==> src/rtl/ser_cfg_pkg.sv <==
package ser_cfg_pkg;

  // Strobes from control to datapath, valid for the coming rising edge
  typedef struct packed {
    logic advance;  // consume the current bit and move the address on
    logic clear;    // reset/OE active: address back to zero
    logic write;    // loading mode word write
    logic drive;    // data line driver enabled
  } cfgStrobe_t;

endpackage

==> src/rtl/ser_cfg_ctrl.sv <==
module ser_cfg_ctrl
  import ser_cfg_pkg::*;
#(
  parameter int POR_CYCLES = 6
) (
  input  logic       clk,
  input  logic       rstN,
  input  logic       ceN,
  input  logic       rstOe,
  input  logic       rstPolHigh,
  input  logic       serEn,
  input  logic       wrEn,
  input  logic       lastBit,
  output cfgStrobe_t strobe,
  output logic       ceoN,
  output logic       readyDrvLow
);

  localparam int PorW = $clog2(POR_CYCLES + 1);
  localparam logic [PorW-1:0] PorLast = PorW'(POR_CYCLES);

  logic [PorW-1:0] porCnt;
  logic            porDone;
  logic            resetAct;
  logic            readOk;
  logic            done;

  // Power-on cycle counter, saturates at POR_CYCLES
  always_ff @(posedge clk or negedge rstN) begin
    if (!rstN)              porCnt <= '0;
    else if (porCnt != PorLast) porCnt <= porCnt + 1'b1;
  end

  assign porDone     = (porCnt == PorLast);
  assign readyDrvLow = ~porDone;

  assign resetAct = (rstOe == rstPolHigh);
  assign readOk   = porDone & ~ceN & serEn & ~resetAct;

  always_comb begin
    strobe         = '0;
    strobe.clear   = resetAct;
    strobe.drive   = readOk & ~done;
    strobe.advance = readOk & ~done;
    strobe.write   = ~serEn & wrEn;
  end

  // Finished flag: set on the edge consuming the final bit, clear wins
  always_ff @(posedge clk or negedge rstN) begin
    if (!rstN)                               done <= 1'b0;
    else if (strobe.clear)                   done <= 1'b0;
    else if (strobe.advance && lastBit)      done <= 1'b1;
  end

  assign ceoN = ~(done & ~ceN & serEn);


  done_set_chk: assert property (@(posedge clk) disable iff (!rstN)
    (strobe.advance && lastBit && !strobe.clear) |=> done);


  clear_done_chk: assert property (@(posedge clk) disable iff (!rstN)
    strobe.clear |=> !done);


  ready_mono_chk: assert property (@(posedge clk) disable iff (!rstN)
    !readyDrvLow |=> !readyDrvLow);

endmodule

==> src/rtl/ser_cfg_dp.sv <==
module ser_cfg_dp
  import ser_cfg_pkg::*;
#(
  parameter int WORD_W = 8,
  parameter int WORDS  = 16
) (
  input  logic                     clk,
  input  logic                     rstN,
  input  cfgStrobe_t               strobe,
  input  logic [$clog2(WORDS)-1:0] wrAddr,
  input  logic [WORD_W-1:0]        wrData,
  output logic                     rawBit,
  output logic                     lastBit
);

  localparam int DEPTH  = WORDS * WORD_W;
  localparam int BitAw  = $clog2(DEPTH);
  localparam int WordAw = $clog2(WORDS);
  localparam int SelW   = (WORD_W > 1) ? $clog2(WORD_W) : 1;
  localparam logic [BitAw-1:0] AddrLast = BitAw'(DEPTH - 1);

  logic [WORD_W-1:0] mem [WORDS];
  logic [BitAw-1:0]  addr;
  logic [WordAw-1:0] wordSel;
  logic [SelW-1:0]   bitSel;

  always_ff @(posedge clk) begin
    if (strobe.write) mem[wrAddr] <= wrData;
  end

  // Bit address counter; clear takes priority over advance
  always_ff @(posedge clk or negedge rstN) begin
    if (!rstN)                          addr <= '0;
    else if (strobe.clear)              addr <= '0;
    else if (strobe.advance && !lastBit) addr <= addr + 1'b1;
  end

  generate
    if (WORD_W > 1) begin : g_multi
      assign bitSel  = addr[SelW-1:0];
      assign wordSel = addr[BitAw-1 -: WordAw];
    end else begin : g_single
      assign bitSel  = 1'b0;
      assign wordSel = addr[WordAw-1:0];
    end
  endgenerate

  assign rawBit  = mem[wordSel][bitSel];
  assign lastBit = (addr == AddrLast);


  addr_clear_chk: assert property (@(posedge clk) disable iff (!rstN)
    strobe.clear |=> (addr == '0));


  addr_step_chk: assert property (@(posedge clk) disable iff (!rstN)
    (strobe.advance && !strobe.clear && !lastBit) |=> (addr == $past(addr) + 1'b1));


  addr_hold_chk: assert property (@(posedge clk) disable iff (!rstN)
    (!strobe.advance && !strobe.clear) |=> $stable(addr));

endmodule

==> src/rtl/ser_cfg_store.sv <==
module ser_cfg_store
  import ser_cfg_pkg::*;
#(
  parameter int WORD_W     = 8,
  parameter int WORDS      = 16,
  parameter int POR_CYCLES = 6
) (
  input  logic                     cfgClk,
  input  logic                     rstAsyncN,
  input  logic                     ceN,
  input  logic                     rstOe,
  input  logic                     rstPolHigh,
  input  logic                     serEn,
  input  logic                     wrEn,
  input  logic [$clog2(WORDS)-1:0] wrAddr,
  input  logic [WORD_W-1:0]        wrData,
  output logic                     dataBit,
  output logic                     dataEn,
  output logic                     ceoN,
  output logic                     readyDrvLow
);

  cfgStrobe_t strobe;
  logic       lastBit;
  logic       rawBit;

  ser_cfg_ctrl #(.POR_CYCLES(POR_CYCLES)) u_ctrl (
    .clk        (cfgClk),
    .rstN       (rstAsyncN),
    .ceN        (ceN),
    .rstOe      (rstOe),
    .rstPolHigh (rstPolHigh),
    .serEn      (serEn),
    .wrEn       (wrEn),
    .lastBit    (lastBit),
    .strobe     (strobe),
    .ceoN       (ceoN),
    .readyDrvLow(readyDrvLow)
  );

  ser_cfg_dp #(.WORD_W(WORD_W), .WORDS(WORDS)) u_dp (
    .clk    (cfgClk),
    .rstN   (rstAsyncN),
    .strobe (strobe),
    .wrAddr (wrAddr),
    .wrData (wrData),
    .rawBit (rawBit),
    .lastBit(lastBit)
  );

  assign dataEn  = strobe.drive;
  assign dataBit = strobe.drive & rawBit;


  drive_mode_chk: assert property (@(posedge cfgClk) disable iff (!rstAsyncN)
    dataEn |-> (!ceN && serEn && !readyDrvLow));


  ceo_excl_chk: assert property (@(posedge cfgClk) disable iff (!rstAsyncN)
    !ceoN |-> !dataEn);

endmodule

==> config.mk <==
export PLATFORM = sky130hd
export DESIGN_NAME = ser_cfg_store
export DESIGN_NICKNAME = d
export VERILOG_FILES = /design/src/rtl/ser_cfg_pkg.sv /design/src/rtl/ser_cfg_ctrl.sv /design/src/rtl/ser_cfg_dp.sv /design/src/rtl/ser_cfg_store.sv
export SDC_FILE = /design/constraint.sdc
export NUM_CORES = 1
export LEC_CHECK = 0
export BUFFER_PORTS_ARGS = -buffer_cell sky130_fd_sc_hd__buf_2
export CAP_MARGIN = 20
export CORE_UTILIZATION = 35
export CTS_CLUSTER_SIZE = 10
export DETAILED_ROUTE_END_ITERATION = 7
export GPL_ROUTABILITY_DRIVEN = 1
export GPL_TIMING_DRIVEN = 0
export MAX_ROUTING_LAYER = met4
export SYNTH_ARGS = -nofsm -noshare
export SYNTH_HDL_FRONTEND = slang
export SYNTH_HIERARCHICAL = 1
export SYNTH_SLANG_ARGS = --single-unit
==> constraint.sdc <==
create_clock -name cfgClk -period 2.3 [get_ports cfgClk]
set_input_delay 0.115 -clock cfgClk [delete_from_list [all_inputs] [get_ports cfgClk]]
set_output_delay 0.115 -clock cfgClk [all_outputs]
set_load 0.01 [all_outputs]
==> summary.txt <==
Run status
  • Status: finished with violations
  • Failing checks: setup timing

Final layout
  • Fin nets: 370
  • Share of layout cells above drive strength 1: 0.330
  • Design area: 6820 um^2
  • Non-Filler Instances: 577
  • Commonest non-fill, non-tap cells in the layout: edfxtp_1, mux4_2, buf_2
  • Area Growth Syn to Fin: 20.3%
  • Final core occ: 0.431
  • Filler cells: 1,383
  • Area of the multi-input gates: 1480 um^2
  • Most common cell after layout, fill and taps aside: edfxtp_1
  • FF+latch area: 4120 um^2
  • Antenna diodes: 0

Logic synthesis
  • Largest family of logic cells by synthesized area: multiplexers
  • Synth Register Bits: 139
  • Post-synthesis sequential area ratio: 0.727
  • Syn nets: 319
  • Multiplexer area fraction after synthesis: 0.145
  • Unique cell type count in the Yosys netlist: 37
  • Compound-Gate Fraction of Synth Area: 0.0261
  • Synth Area in Simple Gates: 0.0629
  • Avg Inst Size Synth: 19.1 um^2
  • Synth Warn #: 6
  • XOR/XNOR share of the synthesized area: 0.0108
  • Synthesized-area fraction occupied by adder cells: 0.00663
  • Mapped Cells: 297
  • Post-Syn Area: 5670 um^2

Global routing
  • Grt ovf: 0
  • Antenna violations before repair: 0
  • Met3 GRT Util: 0.0582
  • Total global-route track usage: 0.164
  • Busiest grt layer: met2
  • Global-route wire length before repair: 18.1 mm
  • Global-route met1 utilization: 0.208
  • Vias in the first global route: 3,085
  • Largest net degree at the start of global routing: 17
  • Routing usage on met2: 0.244

Floorplan
  • DIE AREA: 16,700 um^2
  • Ports: 23
  • Die Ht: 129 um
  • Core Area: 15,800 um^2
  • Effective utilization at floorplan: 0.358
  • Core Rows: 46
  • Die Wd: 129 um

Critical path
  • Worst path slowest cell: mux4_2
  • Max FO, Critical Path: 8
  • Worst path bufs/invs: 3
  • Crit path from: u_dp/addr[3]$_DFFE_PN0P_
  • Reg-to-reg critical path endpoint: u_ctrl/done$_DFFE_PN0P_
  • Reg2Reg Depth: 7
  • Critical path cell sequence: buf_12, buf_12, mux4_2, a22oi_1, nand2_1, o211ai_1, nand4_1, and2_1, buf_2
  • Critical path endpoint category: output pin
  • CP dominant cell by count: buf_12
  • RR Startpoint: u_dp/addr[5]$_DFFE_PN0P_
  • Setup slack, reg-to-reg: 0.28 ns
  • Crit path DAT: 2.56 ns
  • Total stage count of the critical path: 9
  • CP startpoint kind: flop
  • Worst setup path endpoint: dataBit
  • CP top delay family: multiplexers
  • Setup CP Type: flop to output pin
  • CP peak stage delay: 0.50 ns
  • CP required: 2.18 ns

Place
  • Post-DP HPWL: 7.62 mm
  • Final Wtd Congestion: 0.912
  • Buffers added on ports: 22
  • Inst Count DP: 538
  • Placed Instance Area: 6070 um^2

Routing
  • Drt pass-1 iters: 5
  • Initial drt markers: 196
  • Vias per Instance: 5.10
  • Final ANT Viol Nets: 0
  • WL final: 11.9 mm
  • Vias: 2,943
  • WL/cell: 20.6 um
  • Residual DRC: 0

Worst hold path
  • Worst min path class: primary input to flop
  • Min-delay src: wrData[1]

Clock network
  • Worst-path clk slew: 0.06 ns
  • Worst skew pair latency: 0.42 ns
  • # H-tree levels: 4
  • CTS buffer count: 17
  • Worst-case clock buffer depth: 2
  • Clock sinks: 139
  • CTS tree: done
  • Root Buffer: clkbuf_16

Timing
  • Relative slew slack: 0.325
  • Final hold slack: 0.0666 ns
  • Final Worst Setup Slack: -0.371 ns
  • Slew Limit Fails: 0
  • Tmin final: 2.67 ns
  • Worst-margin pin slew: 1.01 ns
  • Fin crit share: 1.16
  • Final setup fails: 1
  • Worst clock skew: 0.00343 ns
  • Unrepaired setup endpoints after global routing: true
  • Final hold vios: 0
  • F_max: 374 MHz

Power
  • Tot Pwr: 5.47 mW
  • PwrDens: 802 nW/um^2
  • Leakage: 2.19 nW
  • Maximum vdd ir drop: 0.553 mV

Flow run
  • Maxcap violations: 0
[through the flow]
step                setup WS [ns]  TNS, ns
detailed placement         -0.144   -0.718
global placement           -0.389    -7.88
global route               -0.520   -0.520
floorplan                   0.370        0
CTS                        -0.373   -0.373
finish                     -0.371   -0.371
[what timing repair did]
| item | CTS | global route |
|---|---|---|
| endpoints found under the setup margin | 1 | 1 |
| buffers inserted | 2 | 0 |
| hold buffers | 3 | 0 |
| hold endpoints to repair | 12 | 0 |
| pin swaps | 3 | 2 |
| gates cloned | 2 | 0 |
| resized for setup | 23 | 3 |
[worst min-delay path by stage]
stage	endpoint	slack (ns)	cells after the start
after floorplan	u_ctrl/done$_DFFE_PN0P_	-0.18	0
after CTS	u_dp/mem[12][1]$_DFFE_PP_	0.06	1
after detailed placement	u_dp/addr[2]$_DFFE_PN0P_	0.001	1
after global placement	u_dp/addr[2]$_DFFE_PN0P_	-0.002	1
final	u_dp/mem[12][1]$_DFFE_PP_	0.07	1
after global routing	u_dp/mem[6][1]$_DFFE_PP_	0.07	1
[kinds of logic after synthesis]
group,Yosys count
and+or+nand+nor,67
buffers and inverters,20
adders and majority gates,3
xor gates and xnor gates,7
DFF,139
AOI/OAI and AO/OA,19
muxes,42
[cells in the mapped netlist, drive strengths merged]
master / number / area (um^2)
and2: 3 / 18.8
nand4: 5 / 31.3
o211ai: 2 / 20.0
inv: 5 / 18.8
dfrtp: 11 / 275
nor2: 24 / 90.1
o22ai: 1 / 6.26
o21ai: 1 / 5.00
a41oi: 1 / 16.3
nor4b: 1 / 8.76
ha: 3 / 37.5
nand2: 6 / 22.5
or3b: 1 / 8.76
a22oi: 8 / 60.1
xnor2: 3 / 26.3
mux4: 32 / 721
nand4b: 1 / 15.0
mux2i: 10 / 100
xor2: 4 / 35.0
clkbuf: 3 / 11.3
nand3: 4 / 20.0
nor3b: 2 / 15.0
edfxtp: 128 / 3840
a221oi: 1 / 15.0
nor2b: 5 / 31.3
nor4: 1 / 6.26
nand2b: 3 / 18.8
nor3: 6 / 35.0
and3: 2 / 12.5
buf: 12 / 92.6
a21oi: 5 / 25.0
nand3b: 3 / 22.5
[sequential cells by signal, summed over array words and instances (netlist names)]
register	count
u_ctrl/done	1
u_dp/addr	7
u_ctrl/porCnt	3
u_dp/mem	128
[per-layer routing]
layer  routed length (um)  vias up
met1                 5340     1525
met2                 5650       90
met4                  174        0
met5                    0        -
met3                  723       18
li1                     -     1310
[report_power, final]
group / switching [mW] / total (mW) / internal [mW]
registers: 0.00841 / 2.80 / 2.79
logic: 0.0906 / 0.134 / 0.0431
clock network: 1.05 / 2.53 / 1.48
[area by class of cell]
type,instances,area share
sequential,139,0.604
multi-input combinational,138,0.217
clock buffer,18,0.0630
tap,216,0.0396
timing repair buffer,32,0.0338
buffer,15,0.0218
clock inverter,14,0.0178
inverter,5,0.00275
No activity file was read; power rests on OpenSTA's default activity.
